File: src/rtl/dsmb_pkg.sv
package dsmb_pkg;

    localparam int BYTE_W       = 8;
    localparam int NSLOT        = 2;
    localparam int CTL_WR_BITS  = 6;
    localparam int CTL_RO_BITS  = BYTE_W - CTL_WR_BITS;
    localparam int INT_EN_BIT   = 5;
    localparam int SYNC_STAGES  = 2;
    localparam int FILT_LEN     = 3;
    localparam int GPI_W        = 2;
    localparam int FLAG_W       = 4;

    localparam logic [BYTE_W-1:0] CMD_CTL_A  = 8'h00;
    localparam logic [BYTE_W-1:0] CMD_CTL_B  = 8'h01;
    localparam logic [BYTE_W-1:0] CMD_STAT_A = 8'h02;
    localparam logic [BYTE_W-1:0] CMD_STAT_B = 8'h03;
    localparam logic [BYTE_W-1:0] CMD_COMMON = 8'h04;

    typedef enum logic [2:0] {
        BS_IDLE,
        BS_ADDR,
        BS_AACK,
        BS_WRX,
        BS_WACK,
        BS_RDX,
        BS_RACK,
        BS_SKIP
    } bus_st_e;

    typedef struct packed {
        logic              cmd_stb;
        logic              data_stb;
        logic [BYTE_W-1:0] byte_val;
    } wr_evt_t;

    function automatic logic cmd_reserved(input logic [BYTE_W-1:0] code);
        return code > CMD_COMMON;
    endfunction

    function automatic logic [BYTE_W-1:0] common_word(input logic [GPI_W-1:0] gpi,
                                                      input logic [FLAG_W-1:0] flags);
        return {{(BYTE_W-GPI_W-FLAG_W){1'b0}}, gpi, flags};
    endfunction

endpackage

File: src/rtl/dsmb_line_filter.sv
module dsmb_line_filter
    import dsmb_pkg::*;
#(
    parameter int SYNC = SYNC_STAGES,
    parameter int FLEN = FILT_LEN
) (
    input  logic clk,
    input  logic rst,
    input  logic raw,
    output logic filt
);

    logic [SYNC-1:0] sync_q;
    logic [FLEN-1:0] hist_q;
    logic            filt_q;

    always_ff @(posedge clk) begin
        if (rst) begin
            sync_q <= '1;
            hist_q <= '1;
            filt_q <= 1'b1;
        end else begin
            sync_q <= {sync_q[SYNC-2:0], raw};
            hist_q <= {hist_q[FLEN-2:0], sync_q[SYNC-1]};
            if (&hist_q)
                filt_q <= 1'b1;
            else if (~|hist_q)
                filt_q <= 1'b0;
        end
    end

    assign filt = filt_q;

endmodule

File: src/rtl/dsmb_bus_engine.sv
module dsmb_bus_engine
    import dsmb_pkg::*;
#(
    parameter logic [3:0] BASE_ADDR = 4'b1000
) (
    input  logic              clk,
    input  logic              rst,
    input  logic              scl_f,
    input  logic              sda_f,
    input  logic [2:0]        strap,
    input  logic [BYTE_W-1:0] rd_byte,
    output wr_evt_t           evt,
    output logic              sda_pull,
    output logic              active,
    output logic              stop_seen
);

    localparam logic [3:0] BITS_PER_BYTE = 4'(BYTE_W);

    bus_st_e           st_q;
    logic              scl_q, sda_q;
    logic [BYTE_W-1:0] sh_q;
    logic [3:0]        bitc_q;
    logic [1:0]        bidx_q;
    logic              rw_q, mack_q, pull_q;
    wr_evt_t           evt_q;

    logic start_c, stop_c, rise_c, fall_c, addr_hit;

    assign start_c  = scl_f & scl_q & sda_q & ~sda_f;
    assign stop_c   = scl_f & scl_q & ~sda_q & sda_f;
    assign rise_c   = scl_f & ~scl_q;
    assign fall_c   = ~scl_f & scl_q;
    assign addr_hit = (sh_q[BYTE_W-1:1] == {BASE_ADDR, strap});

    always_ff @(posedge clk) begin
        if (rst) begin
            st_q   <= BS_IDLE;
            scl_q  <= 1'b1;
            sda_q  <= 1'b1;
            sh_q   <= '0;
            bitc_q <= '0;
            bidx_q <= '0;
            rw_q   <= 1'b0;
            mack_q <= 1'b0;
            pull_q <= 1'b0;
            evt_q  <= '0;
        end else begin
            scl_q <= scl_f;
            sda_q <= sda_f;
            evt_q <= '0;
            if (start_c) begin
                st_q   <= BS_ADDR;
                bitc_q <= '0;
                pull_q <= 1'b0;
            end else if (stop_c) begin
                st_q   <= BS_IDLE;
                pull_q <= 1'b0;
            end else begin
                unique case (st_q)
                    BS_ADDR, BS_WRX: begin
                        if (rise_c) begin
                            sh_q   <= {sh_q[BYTE_W-2:0], sda_f};
                            bitc_q <= bitc_q + 4'd1;
                        end else if (fall_c && bitc_q == BITS_PER_BYTE) begin
                            bitc_q <= '0;
                            if (st_q == BS_ADDR) begin
                                if (addr_hit) begin
                                    pull_q <= 1'b1;
                                    rw_q   <= sh_q[0];
                                    bidx_q <= '0;
                                    st_q   <= BS_AACK;
                                end else begin
                                    st_q <= BS_SKIP;
                                end
                            end else if (bidx_q < 2'd2) begin
                                pull_q          <= 1'b1;
                                evt_q.cmd_stb   <= (bidx_q == 2'd0);
                                evt_q.data_stb  <= (bidx_q == 2'd1);
                                evt_q.byte_val  <= sh_q;
                                bidx_q          <= bidx_q + 2'd1;
                                st_q            <= BS_WACK;
                            end else begin
                                st_q <= BS_SKIP;
                            end
                        end
                    end
                    BS_AACK: begin
                        if (fall_c) begin
                            bitc_q <= '0;
                            if (rw_q) begin
                                sh_q   <= rd_byte;
                                pull_q <= ~rd_byte[BYTE_W-1];
                                st_q   <= BS_RDX;
                            end else begin
                                pull_q <= 1'b0;
                                st_q   <= BS_WRX;
                            end
                        end
                    end
                    BS_WACK: begin
                        if (fall_c) begin
                            pull_q <= 1'b0;
                            st_q   <= BS_WRX;
                        end
                    end
                    BS_RDX: begin
                        if (rise_c) begin
                            bitc_q <= bitc_q + 4'd1;
                        end else if (fall_c) begin
                            if (bitc_q == BITS_PER_BYTE) begin
                                pull_q <= 1'b0;
                                st_q   <= BS_RACK;
                            end else begin
                                sh_q   <= {sh_q[BYTE_W-2:0], 1'b0};
                                pull_q <= ~sh_q[BYTE_W-2];
                            end
                        end
                    end
                    BS_RACK: begin
                        if (rise_c) begin
                            mack_q <= ~sda_f;
                        end else if (fall_c) begin
                            if (mack_q) begin
                                sh_q   <= rd_byte;
                                pull_q <= ~rd_byte[BYTE_W-1];
                                bitc_q <= '0;
                                st_q   <= BS_RDX;
                            end else begin
                                st_q <= BS_SKIP;
                            end
                        end
                    end
                    default: ;
                endcase
            end
        end
    end

    assign evt       = evt_q;
    assign sda_pull  = pull_q;
    assign active    = (st_q != BS_IDLE);
    assign stop_seen = stop_c;

endmodule

File: src/rtl/dsmb_regbank.sv
module dsmb_regbank
    import dsmb_pkg::*;
(
    input  logic                   clk,
    input  logic                   rst,
    input  wr_evt_t                evt,
    input  logic [GPI_W-1:0]       gpi_raw,
    input  logic [BYTE_W-1:0]      stat_a,
    input  logic [BYTE_W-1:0]      stat_b,
    input  logic [FLAG_W-1:0]      flags,
    output logic [BYTE_W-1:0]      rd_byte,
    output logic [CTL_WR_BITS-1:0] ctl_a,
    output logic [CTL_WR_BITS-1:0] ctl_b,
    output logic                   int_pull,
    output logic                   ptr_rsv
);

    logic [BYTE_W-1:0]      ptr_q;
    logic [GPI_W-1:0]       gpi_s1_q, gpi_s2_q;
    logic                   int_q;
    logic [CTL_WR_BITS-1:0] ctl_w  [NSLOT];
    logic [BYTE_W-1:0]      stat_w [NSLOT];
    logic [NSLOT-1:0]       irq_v;

    assign stat_w[0] = stat_a;
    assign stat_w[1] = stat_b;

    always_ff @(posedge clk) begin
        if (rst) begin
            ptr_q    <= CMD_CTL_A;
            gpi_s1_q <= '0;
            gpi_s2_q <= '0;
            int_q    <= 1'b0;
        end else begin
            if (evt.cmd_stb)
                ptr_q <= evt.byte_val;
            gpi_s1_q <= gpi_raw;
            gpi_s2_q <= gpi_s1_q;
            int_q    <= |irq_v;
        end
    end

    for (genvar s = 0; s < NSLOT; s++) begin : g_slot
        logic [CTL_WR_BITS-1:0] ctl_r;
        always_ff @(posedge clk) begin
            if (rst)
                ctl_r <= '0;
            else if (evt.data_stb && ptr_q == 8'(s))
                ctl_r <= evt.byte_val[CTL_WR_BITS-1:0];
        end
        assign ctl_w[s] = ctl_r;
        assign irq_v[s] = ctl_r[INT_EN_BIT] & (|stat_w[s]);
    end

    always_comb begin
        unique case (ptr_q)
            CMD_CTL_A:  rd_byte = {stat_w[0][CTL_RO_BITS-1:0], ctl_w[0]};
            CMD_CTL_B:  rd_byte = {stat_w[1][CTL_RO_BITS-1:0], ctl_w[1]};
            CMD_STAT_A: rd_byte = stat_w[0];
            CMD_STAT_B: rd_byte = stat_w[1];
            CMD_COMMON: rd_byte = common_word(gpi_s2_q, flags);
            default:    rd_byte = '0;
        endcase
    end

    assign ctl_a    = ctl_w[0];
    assign ctl_b    = ctl_w[1];
    assign int_pull = int_q;
    assign ptr_rsv  = cmd_reserved(ptr_q);

endmodule

File: src/rtl/dsmb_target.sv
module dsmb_target
    import dsmb_pkg::*;
#(
    parameter logic [3:0] BASE_ADDR = 4'b1000
) (
    input  logic                   clk,
    input  logic                   rst,
    input  logic                   scl_in,
    input  logic                   sda_in,
    output logic                   sda_pull,
    input  logic [2:0]             addr_strap,
    input  logic [GPI_W-1:0]       gpi_in,
    input  logic [BYTE_W-1:0]      stat_a_in,
    input  logic [BYTE_W-1:0]      stat_b_in,
    input  logic [FLAG_W-1:0]      com_flags_in,
    output logic [CTL_WR_BITS-1:0] ctl_a_out,
    output logic [CTL_WR_BITS-1:0] ctl_b_out,
    output logic                   int_pull
);

    localparam int NLINES = 2;

    logic [NLINES-1:0] raw_lines, filt_lines;
    logic [BYTE_W-1:0] rd_byte_w;
    wr_evt_t           evt_w;
    logic              eng_active, stop_det, ptr_rsv_w, data_stb_w;

    assign raw_lines = {sda_in, scl_in};

    for (genvar l = 0; l < NLINES; l++) begin : g_line
        dsmb_line_filter #(.SYNC(SYNC_STAGES), .FLEN(FILT_LEN)) u_filt (
            .clk  (clk),
            .rst  (rst),
            .raw  (raw_lines[l]),
            .filt (filt_lines[l])
        );
    end

    dsmb_bus_engine #(.BASE_ADDR(BASE_ADDR)) u_eng (
        .clk       (clk),
        .rst       (rst),
        .scl_f     (filt_lines[0]),
        .sda_f     (filt_lines[1]),
        .strap     (addr_strap),
        .rd_byte   (rd_byte_w),
        .evt       (evt_w),
        .sda_pull  (sda_pull),
        .active    (eng_active),
        .stop_seen (stop_det)
    );

    dsmb_regbank u_regs (
        .clk      (clk),
        .rst      (rst),
        .evt      (evt_w),
        .gpi_raw  (gpi_in),
        .stat_a   (stat_a_in),
        .stat_b   (stat_b_in),
        .flags    (com_flags_in),
        .rd_byte  (rd_byte_w),
        .ctl_a    (ctl_a_out),
        .ctl_b    (ctl_b_out),
        .int_pull (int_pull),
        .ptr_rsv  (ptr_rsv_w)
    );

    assign data_stb_w = evt_w.data_stb;

endmodule

File: config.mk
export PLATFORM = sky130hd
export DESIGN_NAME = dsmb_target
export DESIGN_NICKNAME = d
export VERILOG_FILES = /design/src/rtl/dsmb_pkg.sv /design/src/rtl/dsmb_line_filter.sv /design/src/rtl/dsmb_bus_engine.sv /design/src/rtl/dsmb_regbank.sv /design/src/rtl/dsmb_target.sv
export SDC_FILE = /design/constraint.sdc
export NUM_CORES = 1
export LEC_CHECK = 0
export BUFFER_PORTS_ARGS = -buffer_cell sky130_fd_sc_hd__buf_2
export CAP_MARGIN = 20
export CORE_MARGIN = 10
export CORE_UTILIZATION = 55
export CTS_BUF_LIST = sky130_fd_sc_hd__clkbuf_4 sky130_fd_sc_hd__clkbuf_8
export DETAILED_ROUTE_END_ITERATION = 8
export PLACE_DENSITY = 0.87
export RECOVER_POWER = 25
export SKIP_LAST_GASP = 1
export SLEW_MARGIN = 25
export SYNTH_ARGS = -nofsm -noshare
export SYNTH_HDL_FRONTEND = slang
export SYNTH_SLANG_ARGS = --single-unit
File: constraint.sdc
create_clock -name clk -period 2.2 [get_ports clk]
set_input_delay 0.33 -clock clk [delete_from_list [all_inputs] [get_ports clk]]
set_output_delay 0.33 -clock clk [all_outputs]
set_load 0.005 [all_outputs]
==> flow_summary.json <==
{
  "fillers": 474,
  "startpoint_type": "flip-flop",
  "hp-class": "in2reg",
  "core_um2": 6030,
  "antenna_found_initial": 0,
  "syn_avg_cell_area_um2": 9.36,
  "status": "completed",
  "clock_skew_ns": 0.00890,
  "drt_first_iter_violations": 362,
  "ys.flop_type": "dfxtp_1",
  "num_io_pins": 43,
  "finalHoldViolCount": 0,
  "yosysWarnings": 0,
  "gp_congestion": 0.930,
  "met3_usage_pct": 5.12,
  "async_flop_share_pct": 0,
  "totalWireLength_mm": 8.36,
  "fin_crit_sh_pct": 87.9,
  "rows": 28,
  "setup_tns_ns": 0,
  "cts_num_sinks": 69,
  "place_inst": 477,
  "grt_pass1_vias": 2839,
  "pre_cts_slack_ns": 0.339,
  "worst_ir_drop_vdd_v": 0.000400,
  "io_buffers": 42,
  "maxCapViolCount": 0,
  "start_util_pct": 57.5,
  "setup.worst_path.end_class": "flip-flop",
  "gr-total-overflow": 0,
  "slew_violations": 0,
  "ctsRootBufferMaster": "clkbuf_8",
  "p_per_area_nw_per_um2": 592,
  "period_minus_slack_ns": 1.93,
  "fp.dieW_um": 99.4,
  "ys_types": 66,
  "drc": 0,
  "grt_util_all_layers_pct": 16.9,
  "area_growth_pct": 13.7,
  "synthesis.area_um2": 3460,
  "numCtsBuffers": 9,
  "fin_nets": 446,
  "insertion_delay_ns": 0.36,
  "synthesis.nets": 403,
  "hpwl_mm": 6.08,
  "dr.pass1.iters": 6,
  "seq_area_frac_synth_pct": 39.9,
  "grt_max_degree": 37,
  "die_h_um": 99.4,
  "drive_gt1_share_pct": 25.8,
  "ys_ff_latch": 69,
  "grt_pass1_wl_mm": 13.9,
  "relSlewSlack_pct": 9.22,
  "path_clk_slew_ns": 0.08,
  "synthCells": 370,
  "vias": 3023,
  "clk_path_buf_depth": 2,
  "grt_use_met1_pct": 20.2,
  "fmax_ghz": 0.517,
  "cp_max_fo": 8,
  "n_antenna_cell": 0,
  "setup_violations": 0,
  "dieArea_um2": 9870,
  "cts.repair.resized": 0,
  "whs_ns": 0.152,
  "grt.busiest_layer": "met2",
  "ant_nets": 0,
  "critPathRequiredTime_ns": 2.37,
  "ctsHoldBuffers": 0,
  "synth_edf_count": 0,
  "p_leak_nw": 1.54,
  "arrival_ns": 2.11,
  "cts_tree": "done",
  "htreeDepth": 3,
  "wire_per_inst_um": 17.0,
  "post_cts_buffers": 0,
  "fin_ws_ns": 0.267,
  "rsz0062_at_grt": "false",
  "use_met2_pct": 27.5,
  "worst_pin_slew_ns": 1.36,
  "final_cell_count_no_fill": 493,
  "avgViaCountPerCell": 6.13,
  "crit_type": "reg2reg",
  "power.total_mw": 2.33
}
-- final timing paths --
kind	depth (start not counted)	slack, ns	end	startpoint
worst max register to register	7	0.27	u_eng.sh_q[5]	u_eng.bitc_q[0]
worst min-delay path	2	0.15	g_line[0].u_filt.sync_q[0]	scl_in
worst max-delay path	7	0.27	u_eng.sh_q[5]	u_eng.bitc_q[0]
worst min register to register	1	0.42	g_line[1].u_filt.sync_q[1]	g_line[1].u_filt.sync_q[0]
-- layout make-up --
cell class              instances  area (um^2)  share of cell area [%]
multi-input cells             269         1940                    49.2
clock inverters                 7         63.8                    1.62
well taps                      75         93.8                    2.38
inverters                       8         30.0                   0.762
clock buffers                   9          124                    3.14
repair buffers                 56          310                    7.88
flip-flops and latches         69         1380                    35.1
-- worst max-delay path: stages (launching register included) --
cell	delay, ns
dfxtp_1	0.35
inv_1	0.08
ha_1	0.23
nand4b_1	0.20
nor2_1	0.10
a211oi_2	0.27
and3_1	0.39
a311oi_1	0.14
-- cell usage in the layout (no fill, tap or decap), drive strengths merged, types with 3 or more instances in the layout --
| cell | Yosys | routed |
|---|---|---|
| a21oi | 15 | 15 |
| a311oi | 9 | 9 |
| clkbuf | 7 | 11 |
| nor4 | 7 | 7 |
| and3 | 3 | 3 |
| nor2b | 10 | 10 |
| nor3b | 4 | 4 |
| nand2b | 4 | 4 |
| ha | 4 | 4 |
| nand4b | 3 | 3 |
| mux2 | 7 | 7 |
| o21ai | 8 | 8 |
| inv | 8 | 13 |
| o211ai | 3 | 3 |
| mux2i | 27 | 27 |
| a31oi | 10 | 10 |
| nand3 | 7 | 7 |
| dfxtp | 69 | 69 |
| xor2 | 3 | 3 |
| nor3 | 13 | 13 |
| a22oi | 13 | 13 |
| buf | 17 | 54 |
| and2 | 10 | 10 |
| nor2 | 43 | 43 |
| or2 | 18 | 18 |
| nand2 | 11 | 11 |
| nand3b | 3 | 3 |
-- per-layer routing --
| layer | routed length, um | share of wire (%) |
|---|---|---|
| met1 | 3520 | 42 |
| met2 | 4100 | 49 |
| met3 | 555 | 6.6 |
| met4 | 193 | 2.3 |
| met5 | 0 | 0 |
-- per-stage QoR --
step | cell area [um^2] | util, %
2_1_floorplan | 3460 | -
3_3_place_gp | 3760 | 62.4
3_5_place_dp | 3760 | 62.4
4_1_cts | 3950 | 65.5
5_1_grt | 3940 | 65.4
6_report | 3940 | 65.4
-- Yosys cell counts (3+ instances only) --
| master | count | share of area [%] |
|---|---|---|
| xor2_1 | 3 | 0.76 |
| nor2b_1 | 10 | 1.8 |
| nor4_1 | 4 | 0.72 |
| dfxtp_1 | 69 | 40 |
| a22oi_1 | 13 | 2.8 |
| or2_2 | 17 | 3.1 |
| a21oi_1 | 15 | 2.2 |
| inv_1 | 8 | 0.87 |
| nand2_1 | 11 | 1.2 |
| and2_1 | 9 | 1.6 |
| buf_2 | 12 | 1.7 |
| nand3_1 | 6 | 0.87 |
| buf_1 | 3 | 0.33 |
| nand3b_1 | 3 | 0.65 |
| o21ai_0 | 7 | 1.0 |
| a311oi_1 | 9 | 2.3 |
| ha_1 | 4 | 1.4 |
| nor3_1 | 13 | 1.9 |
| o211ai_1 | 3 | 0.65 |
| clkbuf_1 | 7 | 0.76 |
| a31oi_1 | 10 | 1.8 |
| mux2_2 | 7 | 2.3 |
| nand2b_1 | 4 | 0.72 |
| and3_1 | 3 | 0.54 |
| mux2i_1 | 27 | 7.8 |
| nor2_1 | 43 | 4.7 |
-- state kept, by name, summed over array words and instances, names as in the netlist --
signal and count:
u_eng.evt 10, u_eng.sh_q 8, u_regs.ptr_q 8, g_line.u_filt.hist_q 6, u_regs.ctl_a 6, u_regs.ctl_b 6, g_line.u_filt.sync_q 4, u_eng.bitc_q 4
u_eng.st_q 3, g_line.u_filt.filt 2, u_eng.bidx_q 2, u_regs.gpi_s1_q 2, u_regs.gpi_s2_q 2, u_eng.mack_q 1, u_eng.rw_q 1, u_eng.scl_q 1
u_eng.sda_pull 1, u_eng.sda_q 1, u_regs.int_pull 1
-- power by group --
part           switching, mW  internal [mW]
registers            0.00593           1.26
clock network          0.544          0.435
logic                 0.0475         0.0429
total                  0.598           1.74
-- kinds of logic (layout without fill, tap and decap cells) --
logic type                 Yosys count  in the layout  share of synthesized area [%]
AOI/OAI and AO/OA                   81             81                           16.9
xor gates and xnor gates             4              4                           1.01
muxes                               36             36                           11.4
buffers and inverters               32             80                           4.23
adders and majority gates            4              4                           1.44
DFF                                 69             69                           39.9
and+or+nand+nor                    144            144                           25.2
Power figures use the tool's default switching activity.
